### src/rtl/av_xbar_pkg.sv
package av_xbar_pkg;

   localparam int SEL_W = 3;

   typedef struct packed {
      logic             att;
      logic             ys;
      logic [SEL_W-1:0] aud;
      logic [SEL_W-1:0] vid;
   } cfg_a_t;

   typedef struct packed {
      logic [1:0]       spare;
      logic [1:0]       dc;
      logic             ys;
      logic [SEL_W-1:0] sel;
   } cfg_b_t;

   typedef enum logic [1:0] {
      DC_HIGH_A = 2'd0,
      DC_GND    = 2'd1,
      DC_MIDV   = 2'd2,
      DC_HIGH_B = 2'd3
   } dc_code_e;

   typedef enum logic [1:0] {
      ASP_NARROW = 2'd0,
      ASP_BOX    = 2'd1,
      ASP_WIDE   = 2'd2,
      ASP_ABSENT = 2'd3
   } asp_code_e;

endpackage

### src/rtl/av_sel_decode.sv
module av_sel_decode #(
   parameter int N_SRC = 5,
   parameter int N_SC  = 3,
   parameter int SEL_W = 3
) (
   input  logic [SEL_W-1:0] code,
   input  logic             ys,
   output logic [N_SRC-1:0] cv_oh,
   output logic [N_SC-1:0]  yc_oh,
   output logic             valid
);

   if (N_SRC > (1 << SEL_W) - 1) begin : g_bad_src
      $error("av_sel_decode: N_SRC does not fit the code width");
   end
   if (N_SC > N_SRC - 2) begin : g_bad_sc
      $error("av_sel_decode: capable sources must leave tuner and last source");
   end

   for (genvar i = 0; i < N_SRC; i++) begin : g_cv
      assign cv_oh[i] = (code == SEL_W'(i + 1));
   end

   for (genvar j = 0; j < N_SC; j++) begin : g_yc
      assign yc_oh[j] = ys && (code == SEL_W'(j + 2));
   end

   assign valid = (code != '0) && (code <= SEL_W'(N_SRC));

endmodule

### src/rtl/av_status_enc.sv
module av_status_enc
   import av_xbar_pkg::*;
#(
   parameter int N_SC = 3
) (
   input  logic [N_SC-1:0]   s_lo,
   input  logic [N_SC-1:0]   s_open,
   input  logic [N_SC-1:0]   gt_lo,
   input  logic [N_SC-1:0]   gt_hi,
   output logic [N_SC-1:0]   present,
   output logic [2*N_SC-1:0] asp_flat
);

   for (genvar i = 0; i < N_SC; i++) begin : g_ch
      asp_code_e code;
      always_comb begin
         if (s_open[i])      code = ASP_ABSENT;
         else if (gt_hi[i])  code = ASP_WIDE;
         else if (gt_lo[i])  code = ASP_BOX;
         else                code = ASP_NARROW;
      end
      assign asp_flat[2*i +: 2] = code;
      assign present[i]         = s_lo[i];
   end

endmodule

### src/rtl/av_dc_drive.sv
module av_dc_drive
   import av_xbar_pkg::*;
(
   input  logic [1:0] dc,
   output logic       pull_lo,
   output logic       mid
);

   always_comb begin
      pull_lo = 1'b0;
      mid     = 1'b0;
      case (dc_code_e'(dc))
         DC_GND:  pull_lo = 1'b1;
         DC_MIDV: mid     = 1'b1;
         default: ;
      endcase
   end

endmodule

### src/rtl/av_xbar_ctrl.sv
module av_xbar_ctrl
   import av_xbar_pkg::*;
#(
   parameter int N_SRC = 5,
   parameter int N_SC  = 3,
   parameter int BYTE_W = 8
) (
   input  logic              clk,
   input  logic              rst_n,
   input  logic              cfg_wr,
   input  logic [BYTE_W-1:0] cfg_a,
   input  logic [BYTE_W-1:0] cfg_b,
   input  logic              mute_pin,
   input  logic [N_SC-1:0]   s_lo,
   input  logic [N_SC-1:0]   s_open,
   input  logic [N_SC-1:0]   gt_lo,
   input  logic [N_SC-1:0]   gt_hi,
   output logic [N_SRC-1:0]  v1_cv_oh,
   output logic [N_SC-1:0]   v1_yc_oh,
   output logic              v1_yc_loop,
   output logic [N_SRC-1:0]  a1_oh,
   output logic              a1_att,
   output logic [N_SRC-1:0]  v2_cv_oh,
   output logic [N_SC-1:0]   v2_yc_oh,
   output logic [N_SRC-1:0]  a2_oh,
   output logic              dc_pull_lo,
   output logic              dc_mid,
   output logic [BYTE_W-1:0] stat_a,
   output logic [BYTE_W-1:0] stat_b
);

   localparam int ASP_W = 2 * N_SC;

   if (BYTE_W != $bits(cfg_a_t)) begin : g_bad_byte
      $error("av_xbar_ctrl: byte width must match the configuration layout");
   end
   if (ASP_W > BYTE_W) begin : g_bad_stat
      $error("av_xbar_ctrl: aspect status does not fit one byte");
   end

   cfg_a_t ca_q;
   cfg_b_t cb_q;
   logic   unused_spare;
   assign unused_spare = ^cb_q.spare;

   always_ff @(posedge clk) begin
      if (!rst_n) begin
         ca_q <= '0;
         cb_q <= '0;
      end else if (cfg_wr) begin
         ca_q <= cfg_a_t'(cfg_a);
         cb_q <= cfg_b_t'(cfg_b);
      end
   end

   logic [N_SRC-1:0] v1_cv_d, a1_d, v2_cv_d, a1_unused_cv;
   logic [N_SC-1:0]  v1_yc_d, v2_yc_d, a1_unused_yc;
   logic             v1_ok, a1_ok, v2_ok;
   logic             unused_dec;
   assign unused_dec = ^{a1_unused_yc, a1_ok, v2_ok};

   av_sel_decode #(.N_SRC(N_SRC), .N_SC(N_SC), .SEL_W(SEL_W)) u_dec_v1 (
      .code(ca_q.vid), .ys(ca_q.ys), .cv_oh(v1_cv_d), .yc_oh(v1_yc_d), .valid(v1_ok));

   av_sel_decode #(.N_SRC(N_SRC), .N_SC(N_SC), .SEL_W(SEL_W)) u_dec_a1 (
      .code(ca_q.aud), .ys(1'b0), .cv_oh(a1_d), .yc_oh(a1_unused_yc), .valid(a1_ok));

   av_sel_decode #(.N_SRC(N_SRC), .N_SC(N_SC), .SEL_W(SEL_W)) u_dec_o2 (
      .code(cb_q.sel), .ys(cb_q.ys), .cv_oh(v2_cv_d), .yc_oh(v2_yc_d), .valid(v2_ok));

   assign a1_unused_cv = '0;

   logic dc_lo_d, dc_mid_d;
   av_dc_drive u_dc (.dc(cb_q.dc), .pull_lo(dc_lo_d), .mid(dc_mid_d));

   logic [N_SC-1:0]  pres_d;
   logic [ASP_W-1:0] asp_d;
   av_status_enc #(.N_SC(N_SC)) u_stat (
      .s_lo(s_lo), .s_open(s_open), .gt_lo(gt_lo), .gt_hi(gt_hi),
      .present(pres_d), .asp_flat(asp_d));

   always_ff @(posedge clk) begin
      if (!rst_n) begin
         v1_cv_oh   <= '0;
         v1_yc_oh   <= '0;
         v1_yc_loop <= 1'b0;
         a1_oh      <= '0;
         a1_att     <= 1'b0;
         v2_cv_oh   <= '0;
         v2_yc_oh   <= '0;
         a2_oh      <= '0;
         dc_pull_lo <= 1'b0;
         dc_mid     <= 1'b0;
         stat_a     <= '0;
         stat_b     <= '0;
      end else begin
         v1_cv_oh   <= v1_cv_d;
         v1_yc_oh   <= v1_yc_d;
         v1_yc_loop <= v1_ok && !ca_q.ys;
         a1_oh      <= mute_pin ? a1_unused_cv : a1_d;
         a1_att     <= ca_q.att;
         v2_cv_oh   <= v2_cv_d;
         v2_yc_oh   <= v2_yc_d;
         a2_oh      <= mute_pin ? '0 : v2_cv_d;
         dc_pull_lo <= dc_lo_d;
         dc_mid     <= dc_mid_d;
         stat_a     <= BYTE_W'(pres_d);
         stat_b     <= BYTE_W'(asp_d);
      end
   end

   AST_V1_ONEHOT: assert property (@(posedge clk) disable iff (!rst_n)
      $onehot0(v1_cv_oh) && $onehot0(a1_oh));

   AST_O2_TIED: assert property (@(posedge clk) disable iff (!rst_n)
      !mute_pin |=> (a2_oh == v2_cv_oh));

   AST_YC_EXCL: assert property (@(posedge clk) disable iff (!rst_n)
      $onehot0({v1_yc_oh, v1_yc_loop}));

   AST_DC_EXCL: assert property (@(posedge clk) disable iff (!rst_n)
      !(dc_pull_lo && dc_mid));

   AST_AUDIO_MUTE: assert property (@(posedge clk) disable iff (!rst_n)
      mute_pin |=> (a1_oh == '0 && a2_oh == '0));

   AST_HOLD_NO_WRITE: assert property (@(posedge clk) disable iff (!rst_n)
      (!cfg_wr ##1 !cfg_wr) |=> ($stable(v1_cv_oh) && $stable(v2_cv_oh)));

   for (genvar i = 0; i < N_SC; i++) begin : g_stat_chk
      AST_PRESENT: assert property (@(posedge clk) disable iff (!rst_n)
         s_lo[i] |=> stat_a[i]);
      AST_OPEN_ABSENT: assert property (@(posedge clk) disable iff (!rst_n)
         s_open[i] |=> (stat_b[2*i +: 2] == 2'd3));
   end

endmodule

### config.mk
export PLATFORM = sky130hd
export DESIGN_NAME = av_xbar_ctrl
export DESIGN_NICKNAME = d
export VERILOG_FILES = /design/src/rtl/av_xbar_pkg.sv /design/src/rtl/av_sel_decode.sv /design/src/rtl/av_status_enc.sv /design/src/rtl/av_dc_drive.sv /design/src/rtl/av_xbar_ctrl.sv
export SDC_FILE = /design/constraint.sdc
export NUM_CORES = 1
export LEC_CHECK = 0
export ABC_AREA = 1
export BUFFER_PORTS_ARGS = -buffer_cell sky130_fd_sc_hd__buf_2
export CORE_MARGIN = 4
export CORE_UTILIZATION = 51
export CTS_BUF_LIST = sky130_fd_sc_hd__clkbuf_8
export DETAILED_ROUTE_END_ITERATION = 8
export GPL_ROUTABILITY_DRIVEN = 0
export MAX_ROUTING_LAYER = met4
export PLACE_DENSITY_LB_ADDON = 0.15
export SETUP_SLACK_MARGIN = 0.3
export SLEW_MARGIN = 20
export SYNTH_ARGS = -nofsm -noshare
export SYNTH_HDL_FRONTEND = slang
export SYNTH_SLANG_ARGS = --single-unit
### constraint.sdc
create_clock -name clk -period 1.56 [get_ports clk]
set_input_delay 0.234 -clock clk [delete_from_list [all_inputs] [get_ports clk]]
set_output_delay 0.234 -clock clk [all_outputs]
set_load 0.01 [all_outputs]
==> results_dict.tcl <==
set metrics [dict create \
    dieWidth_um 66.5 \
    clockBufferDepth 2 \
    avgSynthCellArea_um2 8.59 \
    path_cells "buf_2" \
    grt_usage_pct 15.5 \
    p_leak_nw 1.16 \
    clock_sinks 53 \
    htree_levels 2 \
    cts_setup_buffers 0 \
    worstSkewPairLatency_ns 0.29 \
    grt_max_degree 27 \
    slew_viol_final 0 \
    die_y_um 66.5 \
    ys_ff_latch 53 \
    crit_family "flip-flops" \
    synth_cells 203 \
    cts_resized 0 \
    syn_area_um2 1740 \
    clkTransAtPathRegs_ns 0.08 \
    start_util_pct 55.3 \
    crit_type "flop to output pin" \
    wl_per_cell_um 9.65 \
    path_buf_inv 1 \
    drv_cap 0 \
    critical-path-slowest-cell "dfxtp_1" \
    max-vdd-ir-drop_mv 0.685 \
    cts_tree "built" \
    grt-ovfl-total 0 \
    grt_pass1_vias 1217 \
    final_nets 304 \
    fp.coreArea_um2 3150 \
    dr.pass1.iters 4 \
    portBuffers 68 \
    hold_buffers 0 \
    crit_required_ns 1.33 \
    clock_skew_ns 0.00253 \
    root_buffer "clkbuf_8" \
    numCtsBuffers 5 \
    hold_class "input pin to flop" \
    fin_area_um2 2160 \
    hold_viol_final 0 \
    fillerInstances 270 \
    ant_nets 0 \
    dpl-instance-area_um2 2060 \
    end_kind "output pin" \
    grt_pass1_wl_mm 4.99 \
    diodes 0 \
    period_needed_ns 0.981 \
    period_share_pct 62.9 \
    drt-total-wl_mm 3.05 \
    critPathArrivalTime_ns 0.75 \
    rsz0062_at_grt "no" \
    final_core_util_pct 68.5 \
    yosys_warnings 0 \
    drive_gt1_share_pct 29.8 \
    yosysSeqAreaShare_pct 60.8 \
    hpwl_mm 2.30 \
    critPathLaunchType "flop" \
    status "complete, no violations" \
    slowest_delay_ns 0.33 \
    setup_violations 0 \
    antenna_found_initial 0 \
    vias_per_cell 4.30 \
    syn2layout_area_growth_pct 23.9 \
    drtIter0Drc 69 \
    fin_setup_tns_ns 0 \
    cp_max_fo 1 \
    pin_count 78 \
    rows 20 \
    vias 1359 \
    die-area_um2 4420 \
    drc 0 \
    fmax_mhz 1020 \
    netlist-cell-type-count 15 \
    pwr_density_cell_nw_per_um2 1170 \
]
[cells by family after synthesis]
family	synth area share [%]
buffers and inverters	11.9
other	0.215
AND/OR/NAND/NOR	21.3
AO/OA/AOI/OAI	5.74
flip-flops	60.8
[placed cells by master, fill, tap and decap left out, types with 5 or more instances in the layout]
cell / Yosys / routed
conb_1: 1 / 7
a21oi_1: 6 / 6
nor2_1: 55 / 55
nand2_1: 24 / 24
dfxtp_1: 53 / 53
inv_1: 24 / 24
clkbuf_8: 0 / 5
o21ai_0: 14 / 14
buf_2: 0 / 68
[final timing paths]
check / from / end / slack, ns / cells after the start
worst max-delay path: a1_att$_SDFF_PN0_ / a1_att / 0.58 / 1
worst min-delay path: s_lo[1] / stat_a[1]$_SDFF_PN0_ / 0.12 / 3
worst max register to register: cb_q[2]$_SDFFE_PN0P_ / v2_yc_oh[2]$_SDFF_PN0_ / 0.71 / 4
worst min register to register: ca_q[7]$_SDFFE_PN0P_ / a1_att$_SDFF_PN0_ / 0.43 / 2
[Yosys cell counts]
master,number,share of area (%)
inv_6,1,0.50
buf_4,8,3.4
a21oi_1,6,1.7
conb_1,1,0.22
inv_1,24,5.2
nor3_1,4,1.1
nor2_4,2,1.3
nand3_1,4,1.1
nor2_1,55,12
o21ai_0,14,4.0
inv_2,1,0.22
nand2_2,2,0.72
nand2_1,24,5.2
buf_6,4,2.6
dfxtp_1,53,61
[metrics by stage]
step / worst slack (ns) / power (W) / cells / hold slack [ns]
6_report: 0.579 / 0.00252 / 316 / 0.117
5_1_grt: 0.534 / 0.00265 / 316 / 0.113
4_1_cts: 0.559 / 0.00254 / 316 / 0.106
3_5_place_dp: 0.466 / 0.00169 / 309 / 0.417
3_3_place_gp: 0.486 / 0.00169 / 309 / 0.412
2_1_floorplan: 0.839 / 0.00162 / 209 / 0.306
[metal layers]
layer  global-route usage, %  wire [µm]  up-vias
li1                        -          -      734
met1                    18.6       1370      568
met3                    4.22        263        6
met4                    7.61         58        0
met5                       -          0        -
met2                    24.0       1360       51
[cell type report]
| cell class | instances | area, µm² | area share [%] |
|---|---|---|---|
| inverters | 26 | 103 | 4.75 |
| repair buffers | 68 | 340 | 15.7 |
| well taps | 44 | 55.1 | 2.55 |
| flip-flops and latches | 53 | 1060 | 49.1 |
| multi-input cells | 118 | 498 | 23.0 |
| clock buffers | 5 | 68.8 | 3.18 |
| clock inverters | 2 | 35.0 | 1.62 |
[flip-flops by register name (all words and copies together), names as in the netlist]
register	count
stat_b	6
ca_q	8
v2_cv_oh	5
v2_yc_oh	3
v1_cv_oh	5
cb_q	6
dc_pull_lo	1
v1_yc_loop	1
dc_mid	1
a1_att	1
v1_yc_oh	3
stat_a	3
a1_oh	5
a2_oh	5
[power by group]
group          switching (W)  internal (W)  leakage (nW)  total (W)
registers          0.0000300       0.00141         0.435    0.00144
logic               0.000132     0.0000871         0.666   0.000219
clock network       0.000392      0.000466        0.0540   0.000858
No activity file was read; power rests on OpenSTA's default activity.
